[config.mk]
export PLATFORM = sky130hd
export DESIGN_NAME = uflow_irq_ctrl
export DESIGN_NICKNAME = d
export VERILOG_FILES = /design/src/rtl/uirq_pkg.sv /design/src/rtl/uirq_flag_bank.sv /design/src/rtl/uirq_regs.sv /design/src/rtl/uirq_irq_gen.sv /design/src/rtl/uflow_irq_ctrl.sv
export SDC_FILE = /design/constraint.sdc
export NUM_CORES = 1
export LEC_CHECK = 0
export BUFFER_PORTS_ARGS = -buffer_cell sky130_fd_sc_hd__buf_4
export CAP_MARGIN = 20
export CELL_PAD_IN_SITES_DETAIL_PLACEMENT = 1
export CELL_PAD_IN_SITES_GLOBAL_PLACEMENT = 2
export CORE_ASPECT_RATIO = 1.75
export CORE_MARGIN = 8
export CORE_UTILIZATION = 26
export CTS_CLUSTER_SIZE = 40
export DETAILED_ROUTE_END_ITERATION = 10
export GPL_TIMING_DRIVEN = 1
export PLACE_DENSITY = 0.8
export SETUP_SLACK_MARGIN = 0.1
export SLEW_MARGIN = 0
export SYNTH_ARGS = -nofsm -noshare
export SYNTH_HDL_FRONTEND = slang
export SYNTH_SLANG_ARGS = --single-unit
export TNS_END_PERCENT = 50
[constraint.sdc]
create_clock -name clk -period 2.05 [get_ports clk]
set_clock_uncertainty 0.15 [all_clocks]
set_input_delay 0.1025 -clock clk [delete_from_list [all_inputs] [get_ports clk]]
set_output_delay 0.1025 -clock clk [all_outputs]
set_load 0.02 [all_outputs]
[src/rtl/uirq_pkg.sv]
package uirq_pkg;
  localparam int EV_KINDS = 3;
  localparam logic [1:0] ADDR_CTRL = 2'd0;
  localparam logic [1:0] ADDR_STAT = 2'd1;
  localparam logic [1:0] ADDR_PEND = 2'd2;
  typedef enum logic [1:0] {
    EV_UFLOW = 2'd0,
    EV_EOF   = 2'd1,
    EV_EOL   = 2'd2
  } ev_kind_t;
endpackage

[src/rtl/uirq_flag_bank.sv]
module uirq_flag_bank #(
  parameter int W = 9
) (
  input  logic         clk,
  input  logic         rst,
  input  logic [W-1:0] set_i,
  input  logic [W-1:0] clr_i,
  output logic [W-1:0] flag_o
);
  logic [W-1:0] flag_q;

  for (genvar i = 0; i < W; i++) begin : g_bit
    always_ff @(posedge clk) begin
      if (rst)           flag_q[i] <= 1'b0;
      else if (set_i[i]) flag_q[i] <= 1'b1;
      else if (clr_i[i]) flag_q[i] <= 1'b0;
    end

    AST_FLAG_SETS: assert property (@(posedge clk) disable iff (rst)
      set_i[i] |=> flag_q[i]);
    AST_FLAG_STICKY: assert property (@(posedge clk) disable iff (rst)
      flag_q[i] && !clr_i[i] |=> flag_q[i]);
    AST_FLAG_CLEARS: assert property (@(posedge clk) disable iff (rst)
      clr_i[i] && !set_i[i] |=> !flag_q[i]);
    AST_FLAG_NO_SPURIOUS: assert property (@(posedge clk) disable iff (rst)
      !flag_q[i] && !set_i[i] |=> !flag_q[i]);
  end

  assign flag_o = flag_q;
endmodule

[src/rtl/uirq_regs.sv]
module uirq_regs
  import uirq_pkg::*;
#(
  parameter int DATA_W = 32,
  parameter int ADDR_W = 2,
  parameter int FLAG_W = 9
) (
  input  logic              clk,
  input  logic              rst,
  input  logic              wr_en_i,
  input  logic              rd_en_i,
  input  logic [ADDR_W-1:0] addr_i,
  input  logic [DATA_W-1:0] wdata_i,
  input  logic [FLAG_W-1:0] flag_i,
  output logic [FLAG_W-1:0] en_o,
  output logic              core_en_o,
  output logic [FLAG_W-1:0] clr_o,
  output logic [DATA_W-1:0] rdata_o
);
  localparam int CTRL_W = FLAG_W + 1;

  logic [CTRL_W-1:0] ctrl_q;
  logic [DATA_W-1:0] rdata_q;
  logic [DATA_W-1:0] rd_nxt;
  logic              hit_ctrl;
  logic              hit_stat;

  assign hit_ctrl = wr_en_i && (addr_i == ADDR_W'(ADDR_CTRL));
  assign hit_stat = wr_en_i && (addr_i == ADDR_W'(ADDR_STAT));

  always_ff @(posedge clk) begin
    if (rst)           ctrl_q <= '0;
    else if (hit_ctrl) ctrl_q <= wdata_i[CTRL_W-1:0];
  end

  assign clr_o     = hit_stat ? wdata_i[FLAG_W-1:0] : '0;
  assign en_o      = ctrl_q[CTRL_W-1:1];
  assign core_en_o = ctrl_q[0];

  always_comb begin
    rd_nxt = '0;
    if (addr_i == ADDR_W'(ADDR_CTRL))      rd_nxt[CTRL_W-1:0] = ctrl_q;
    else if (addr_i == ADDR_W'(ADDR_STAT)) rd_nxt[FLAG_W-1:0] = flag_i;
    else if (addr_i == ADDR_W'(ADDR_PEND)) rd_nxt[FLAG_W-1:0] = flag_i & en_o;
  end

  always_ff @(posedge clk) begin
    if (rst)          rdata_q <= '0;
    else if (rd_en_i) rdata_q <= rd_nxt;
  end

  assign rdata_o = rdata_q;

  AST_CTRL_HOLD: assert property (@(posedge clk) disable iff (rst)
    !hit_ctrl |=> $stable(ctrl_q));
  AST_RDATA_HOLD: assert property (@(posedge clk) disable iff (rst)
    !rd_en_i |=> $stable(rdata_q));
endmodule

[src/rtl/uirq_irq_gen.sv]
module uirq_irq_gen #(
  parameter int FLAG_W = 9
) (
  input  logic              clk,
  input  logic              rst,
  input  logic [FLAG_W-1:0] flag_i,
  input  logic [FLAG_W-1:0] en_i,
  output logic              irq_o
);
  logic irq_q;

  always_ff @(posedge clk) begin
    if (rst) irq_q <= 1'b0;
    else     irq_q <= |(flag_i & en_i);
  end

  assign irq_o = irq_q;

  AST_IRQ_RISE: assert property (@(posedge clk) disable iff (rst)
    (|(flag_i & en_i)) |=> irq_q);
  AST_IRQ_QUIET: assert property (@(posedge clk) disable iff (rst)
    !(|(flag_i & en_i)) |=> !irq_q);
endmodule

[src/rtl/uflow_irq_ctrl.sv]
module uflow_irq_ctrl
  import uirq_pkg::*;
#(
  parameter int NUM_CH = 3,
  parameter int DATA_W = 32,
  parameter int ADDR_W = 2
) (
  input  logic              clk,
  input  logic              rst,
  input  logic [NUM_CH-1:0] uflow_i,
  input  logic [NUM_CH-1:0] eof_i,
  input  logic [NUM_CH-1:0] eol_i,
  input  logic              wr_en_i,
  input  logic              rd_en_i,
  input  logic [ADDR_W-1:0] addr_i,
  input  logic [DATA_W-1:0] wdata_i,
  output logic [DATA_W-1:0] rdata_o,
  output logic              irq_o,
  output logic              core_en_o
);
  localparam int FLAG_W = EV_KINDS * NUM_CH;

  logic [FLAG_W-1:0] set_v;
  logic [FLAG_W-1:0] clr_v;
  logic [FLAG_W-1:0] flag_v;
  logic [FLAG_W-1:0] en_v;

  assign set_v = {eol_i, eof_i, uflow_i};

  uirq_flag_bank #(.W(FLAG_W)) u_flags (
    .clk(clk), .rst(rst), .set_i(set_v), .clr_i(clr_v), .flag_o(flag_v)
  );

  uirq_regs #(.DATA_W(DATA_W), .ADDR_W(ADDR_W), .FLAG_W(FLAG_W)) u_regs (
    .clk(clk), .rst(rst), .wr_en_i(wr_en_i), .rd_en_i(rd_en_i),
    .addr_i(addr_i), .wdata_i(wdata_i), .flag_i(flag_v), .en_o(en_v),
    .core_en_o(core_en_o), .clr_o(clr_v), .rdata_o(rdata_o)
  );

  uirq_irq_gen #(.FLAG_W(FLAG_W)) u_irq (
    .clk(clk), .rst(rst), .flag_i(flag_v), .en_i(en_v), .irq_o(irq_o)
  );

  AST_IRQ_NEEDS_FLAG: assert property (@(posedge clk) disable iff (rst)
    irq_o |-> $past(|flag_v));
endmodule

==> results.cfg, run 1 <==
[synth]
synthFlopType = dfxtp_1
ys_warn_count = 0
yosysTopAreaCellShare_pct = 38.7
synth_area_per_cell_um2 = 9.28
synth_area_mm2 = 0.00155
synth_edf_count = 0
async_reset_ff_share_pct = 0
ys_seq_elements = 30
ys_seq_area_share_pct = 38.7
yosysTopAreaCell = dfxtp_1
yosysUniqueCellTypes = 19
syn_inst = 167
synth.area.top_cells = dfxtp_1 (39%), mux2i_1 (12%), buf_4 (12%)

[clock_tree]
cts_tree = yes
cts_root_buf = clkbuf_8
cts_num_sinks = 30
insertion_delay_ns = 0.29
clk_pin_slew_worst_paths_ns = 0.07
clockBufferDepth = 2
cts_buffers = 5
post-cts-setup-buffers = 0
cts-htree-levels = 2

[grt]
grt_usage_pct = 9.88
grt_pass1_wl_um = 6790
grt_max_degree = 31
grt_overflow = 0
antenna_found_initial = 0
grt_pass1_vias = 1415

[sta]
slew_viol_final = 0
max_freq_mhz = 800
finalCritPeriodShare_pct = 61.0
grt_setup_unrepaired = no
tns_ns = 0
hold_viol_final = 0
setup_viol = 0
layout_min_cycle_time_ns = 1.25

[floorplan]
num_rows = 37
start_util_pct = 26.6
die_h_um = 118
die_w_um = 74.4
io_pins = 81
coreArea_mm2 = 0.00583
die_area_mm2 = 0.00879

[cells_and_area]
regArea_um2 = 601
nets = 264
diodes = 0
syn2layout_area_growth_pct = 33.7
drive_above_1_share_pct = 25.2
fillers = 714
multi_input_area_um2 = 798
final_cells = 296

[drt]
drtPass1Iterations = 2
wl_per_cell_um = 13.9
routed_wl_um = 4120
drc = 0
dr.first_iter.drc_count = 36
avgViaCountPerCell = 4.42
final_antenna_net_count = 0
vias = 1307

[power]
p_per_area_mw_per_mm2 = 716
p_leak_uw = 0.000842
ir_drop_mv = 0.242

[status]
status = complete, no violations

[worst_setup_path]
cp_max_fo = 21
crit_chain = buf_4 -> nor3b_2 -> buf_4 -> mux2i_1 -> nor2_1
cpPeakStageDelay_ns = 0.40
critPathLaunchType = primary input
cpMostUsedCell = buf_4
cp.arrival_ns = 1.26
critPathKind = in2reg
required_ns = 2.06
setup.worst_path.end_class = register
slowest_stage = nor3b_2

[run]
drv_cap = 0

[placement]
dp_hpwl_um = 2990
dp_cells = 269
portBuffers = 36
place_congestion = 0.749

[min_path]
hold_class = in2reg
==> layout make-up <==
cell class | instances | area share, %
Multi-Input combinational cell | 124 | 38.5
Sequential cell | 30 | 29.0
Timing Repair Buffer | 56 | 22.6
Tap cell | 78 | 4.71
Clock buffer | 5 | 3.32
Clock inverter | 3 | 1.93
==> through the flow <==
step	area, um2	power [uW]	util (%)	hold slack [ns]	setup WS (ns)
2_1_floorplan	1630	834	-	0.0699	0.936
3_3_place_gp	1770	879	30.4	0.156	0.521
3_5_place_dp	1770	882	30.4	0.169	0.516
4_1_cts	2070	1500	35.5	0.0534	0.819
5_1_grt	2070	1560	35.5	0.0656	0.708
6_report	2070	1480	35.5	0.0580	0.799
==> cells in the final DEF, fill, tap and decap left out <==
cell           instances
nor2_1                29
and4_1                 1
clkbuf_8               5
clkinv_2               2
mux2i_1               19
nand3_1                1
dfxtp_1               30
buf_4                 37
a41oi_1                1
nand2b_1               2
a21oi_1               10
a22oi_1                2
o221a_1                9
nand4b_1               9
dlygate4sd3_1         19
nor3_2                 9
conb_1                22
nor3b_2                1
bufinv_16              1
nand2_1                9
==> state kept, by name (all words and copies together), names as in the netlist <==
register and count:
u_regs.ctrl_q 10, u_regs.rdata_o 10, u_flags.flag_o 9, u_irq.irq_o 1
==> repair_timing <==
item / 4_1_cts / 5_1_grt
hold buffers: 19 / 0
hold endpoints to repair: 19 / 0
resized for setup: 0 / 0
setup endpoints to repair: 0 / 0
==> per-layer routing <==
layer | vias to the layer above | track usage, % | routed length, um
met4 | 0 | 5.93 | 113
met3 | 7 | 2.88 | 238
met5 | - | 0 | 0
met1 | 616 | 10.2 | 1670
met2 | 43 | 16.7 | 2100
li1 | 641 | - | -
==> where the power goes <==
part	internal [uW]	total, uW	leakage [uW]	switching, uW
Sequential	615	638	0.000247	23.7
Clock	357	587	0.0000579	229
Combinational	117	259	0.000537	142
Total	1090	1480	0.000842	395
==> critical path, delay by kind of cell <==
kind | cells | cell delay [ns]
simple gates | 2 | 0.46
buf+inv | 2 | 0.49
mux | 1 | 0.20
==> cells by family (layout without fill, tap and decap cells) <==
group / after synthesis / after routing / share of synthesized area (%)
and+or+nand+nor: 61 / 61 / 22.6
buffers and inverters: 34 / 64 / 14.9
DFF: 30 / 30 / 38.7
AOI/OAI and AO/OA: 22 / 22 / 11.3
muxes: 19 / 19 / 12.3
other: 1 / 22 / 0.242
==> synthesized netlist by cell type (all sizes together) (2+ instances only) <==
library cell	count
a21oi	10
a22oi	2
buf	29
clkbuf	5
dfxtp	30
mux2i	19
nand2	9
nand2b	2
nand4b	9
nor2	29
nor3	9
o221a	9
==> final timing paths <==
kind	start	to	slack [ns]	cells after the start
worst min-delay path	rst	u_regs.ctrl_q[4]$_SDFFE_PP0P_	0.06	2
worst max register to register	u_flags.flag_o[6]$_SDFFE_PP0P_	u_irq.irq_o$_SDFF_PP0_	0.92	3
worst min register to register	u_regs.rdata_o[9]$_SDFFE_PP0P_	u_regs.rdata_o[9]$_SDFFE_PP0P_	0.34	2
worst max-delay path	addr_i[0]	u_regs.ctrl_q[9]$_SDFFE_PP0P_	0.80	5
No activity file was read; power rests on OpenSTA's default activity.
==> run 2: changes to the inputs <==
--- a/config.mk
+++ b/config.mk
@@ -11,11 +11,11 @@
 export CELL_PAD_IN_SITES_GLOBAL_PLACEMENT = 2
 export CORE_ASPECT_RATIO = 1.75
 export CORE_MARGIN = 8
-export CORE_UTILIZATION = 26
+export CORE_UTILIZATION = 22
 export CTS_CLUSTER_SIZE = 40
 export DETAILED_ROUTE_END_ITERATION = 10
 export GPL_TIMING_DRIVEN = 1
-export PLACE_DENSITY = 0.8
+export PLACE_DENSITY = 0.71
 export SETUP_SLACK_MARGIN = 0.1
 export SLEW_MARGIN = 0
 export SYNTH_ARGS = -nofsm -noshare
==> constraint.sdc (replaced) <==
create_clock -name clk -period 1.1 [get_ports clk]
set_clock_uncertainty 0.15 [all_clocks]
set_input_delay 0.055 -clock clk [delete_from_list [all_inputs] [get_ports clk]]
set_output_delay 0.055 -clock clk [all_outputs]
set_load 0.02 [all_outputs]
==> run 2 against run 1 <==
  * Utilization is 2.1 points lower
  * Global-route usage is 1.0 points lower
  * Sequential power is 88% higher
  * Worst setup slack worse by 0.80 ns
  * Via count is 2.2% higher
  * Critical endpoint is now u_regs.rdata_o[7]$_SDFFE_PP0P_
  * Highest routed layer unchanged
==> results.cfg, run 2 (same netlist as run 1, synthesis figures left out) <==
[status]
status = complete, no violations

[cells_and_area]
regArea_um2 = 633
fillers = 786
final_cell_mix = buf_4 (46), nor2_1 (29), conb_1 (22), mux2i_1 (18), dfxtp_2 (14)
drive_above_1_share_pct = 41.0
multi_input_area_um2 = 837
diodes = 0
syn2layout_area_growth_pct = 48.1
final_cells = 313
final_common_cell = buf_4
design_area_mm2 = 0.00230
nets = 275

[worst_setup_path]
critPathKind = reg2reg
cp_max_fo = 3
critPathLaunchType = register
slowest_stage = dfxtp_2
setup.worst_path.end_class = register
crit_chain = buf_6 -> mux2i_1 -> o221a_1 -> nor3_2
cpPeakStageDelay_ns = 0.33
required_ns = 1.10
cp.arrival_ns = 1.09

[clock_tree]
clockBufferDepth = 2
cts-htree-levels = 2
post-cts-setup-buffers = 0
cts_root_buf = clkbuf_16
cts_num_sinks = 30
insertion_delay_ns = 0.27
cts_tree = yes
clk_pin_slew_worst_paths_ns = 0.05
cts_buffers = 5

[sta]
grt_setup_unrepaired = yes
setup_slack_ns = 0.00292
hold_viol_final = 0
max_freq_mhz = 912
hold_ws_ns = 0.00751
setup_viol = 0
slew_viol_final = 0
layout_min_cycle_time_ns = 1.10
finalCritPeriodShare_pct = 99.7

[placement]
place_congestion = 0.817
dp_hpwl_um = 3340
portBuffers = 36
pre_cts_ws_ns = -0.140
dp_cells = 286
place_area_mm2 = 0.00187

[drt]
routed_wl_um = 4300
final_antenna_net_count = 0
avgViaCountPerCell = 4.27
wl_per_cell_um = 13.8
vias = 1336
drtPass1Iterations = 4
dr.first_iter.drc_count = 46
drc = 0

[floorplan]
io_pins = 81
die_h_um = 127
start_util_pct = 22.6
coreArea_mm2 = 0.00686
die_w_um = 79.5
die_area_mm2 = 0.0101
num_rows = 40

[grt]
grt_overflow = 0
grt_pass1_wl_um = 6960
antenna_found_initial = 0
grt_max_degree = 31
grt_usage_pct = 8.83
grt_pass1_vias = 1460

[run]
drv_cap = 0

[power]
p_leak_uw = 0.000978
p_total_uw = 3050
ir_drop_mv = 0.449
p_per_area_mw_per_mm2 = 1330

[min_path]
hold_class = in2reg
run 2: changes by cell type in the layout (fill, tap and decap cells not counted), sizes merged:
cell | previous run | this run
dlygate4sd3 | 19 | 13
clkinv | 2 | 1
buf | 37 | 48
dlymetal6s4s | 0 | 6
bufinv | 1 | 0
clkbuf | 5 | 7
run 2: final timing paths:
| check | cells after the start | to | slack, ns | start |
|---|---|---|---|---|
| setup reg to reg | 4 | u_regs.rdata_o[7]$_SDFFE_PP0P_ | 0.003 | u_regs.ctrl_q[7]$_SDFFE_PP0P_ |
| hold / removal | 3 | u_regs.rdata_o[9]$_SDFFE_PP0P_ | 0.008 | rd_en_i |
| setup / recovery | 4 | u_regs.rdata_o[7]$_SDFFE_PP0P_ | 0.003 | u_regs.ctrl_q[7]$_SDFFE_PP0P_ |
| hold reg to reg | 2 | u_regs.rdata_o[9]$_SDFFE_PP0P_ | 0.32 | u_regs.rdata_o[9]$_SDFFE_PP0P_ |
run 2: timing repair:
item                       CTS  global route
cloned                       0             0
hold buffers                19             0
setup endpoints to repair   10            17
pin swaps                   14            16
gates resized for setup     15            23
hold endpoints to repair    19             0
run 2: metal layers:
metal,GRT usage (%),vias up,part of all wire [%]
met3,2.32,7,5.2
met2,16.0,43,53
li1,-,662,-
met1,8.52,624,39
met4,5.27,0,2.4
met5,0,-,0
run 2: per-stage QoR:
step	setup TNS [ns]	util, %
global route	-0.129	33.5
floorplan	0	-
CTS	-0.0380	32.6
finish	0	33.5
global placement	-1.33	27.3
detailed placement	-1.49	27.3
run 2: layout make-up:
| cell class | instances | share of cell area (%) |
|---|---|---|
| clock inverter | 1 | 0.218 |
| timing repair buffer | 67 | 25.0 |
| tap | 84 | 4.58 |
| multi-input combinational | 124 | 36.5 |
| clock buffer | 7 | 6.21 |
| sequential | 30 | 27.6 |
run 2: report_power, final:
part	switching [uW]	internal, uW
combinational	271	252
sequential	52.0	1150
clock	433	893
total	757	2290
run 2: critical path, delay by kind of cell, from the launching register on:
family / cells / cell delay (ns)
mux: 1 / 0.13
buf+inv: 1 / 0.11
compound gates: 1 / 0.22
simple gates: 1 / 0.04
flops: 1 / 0.33
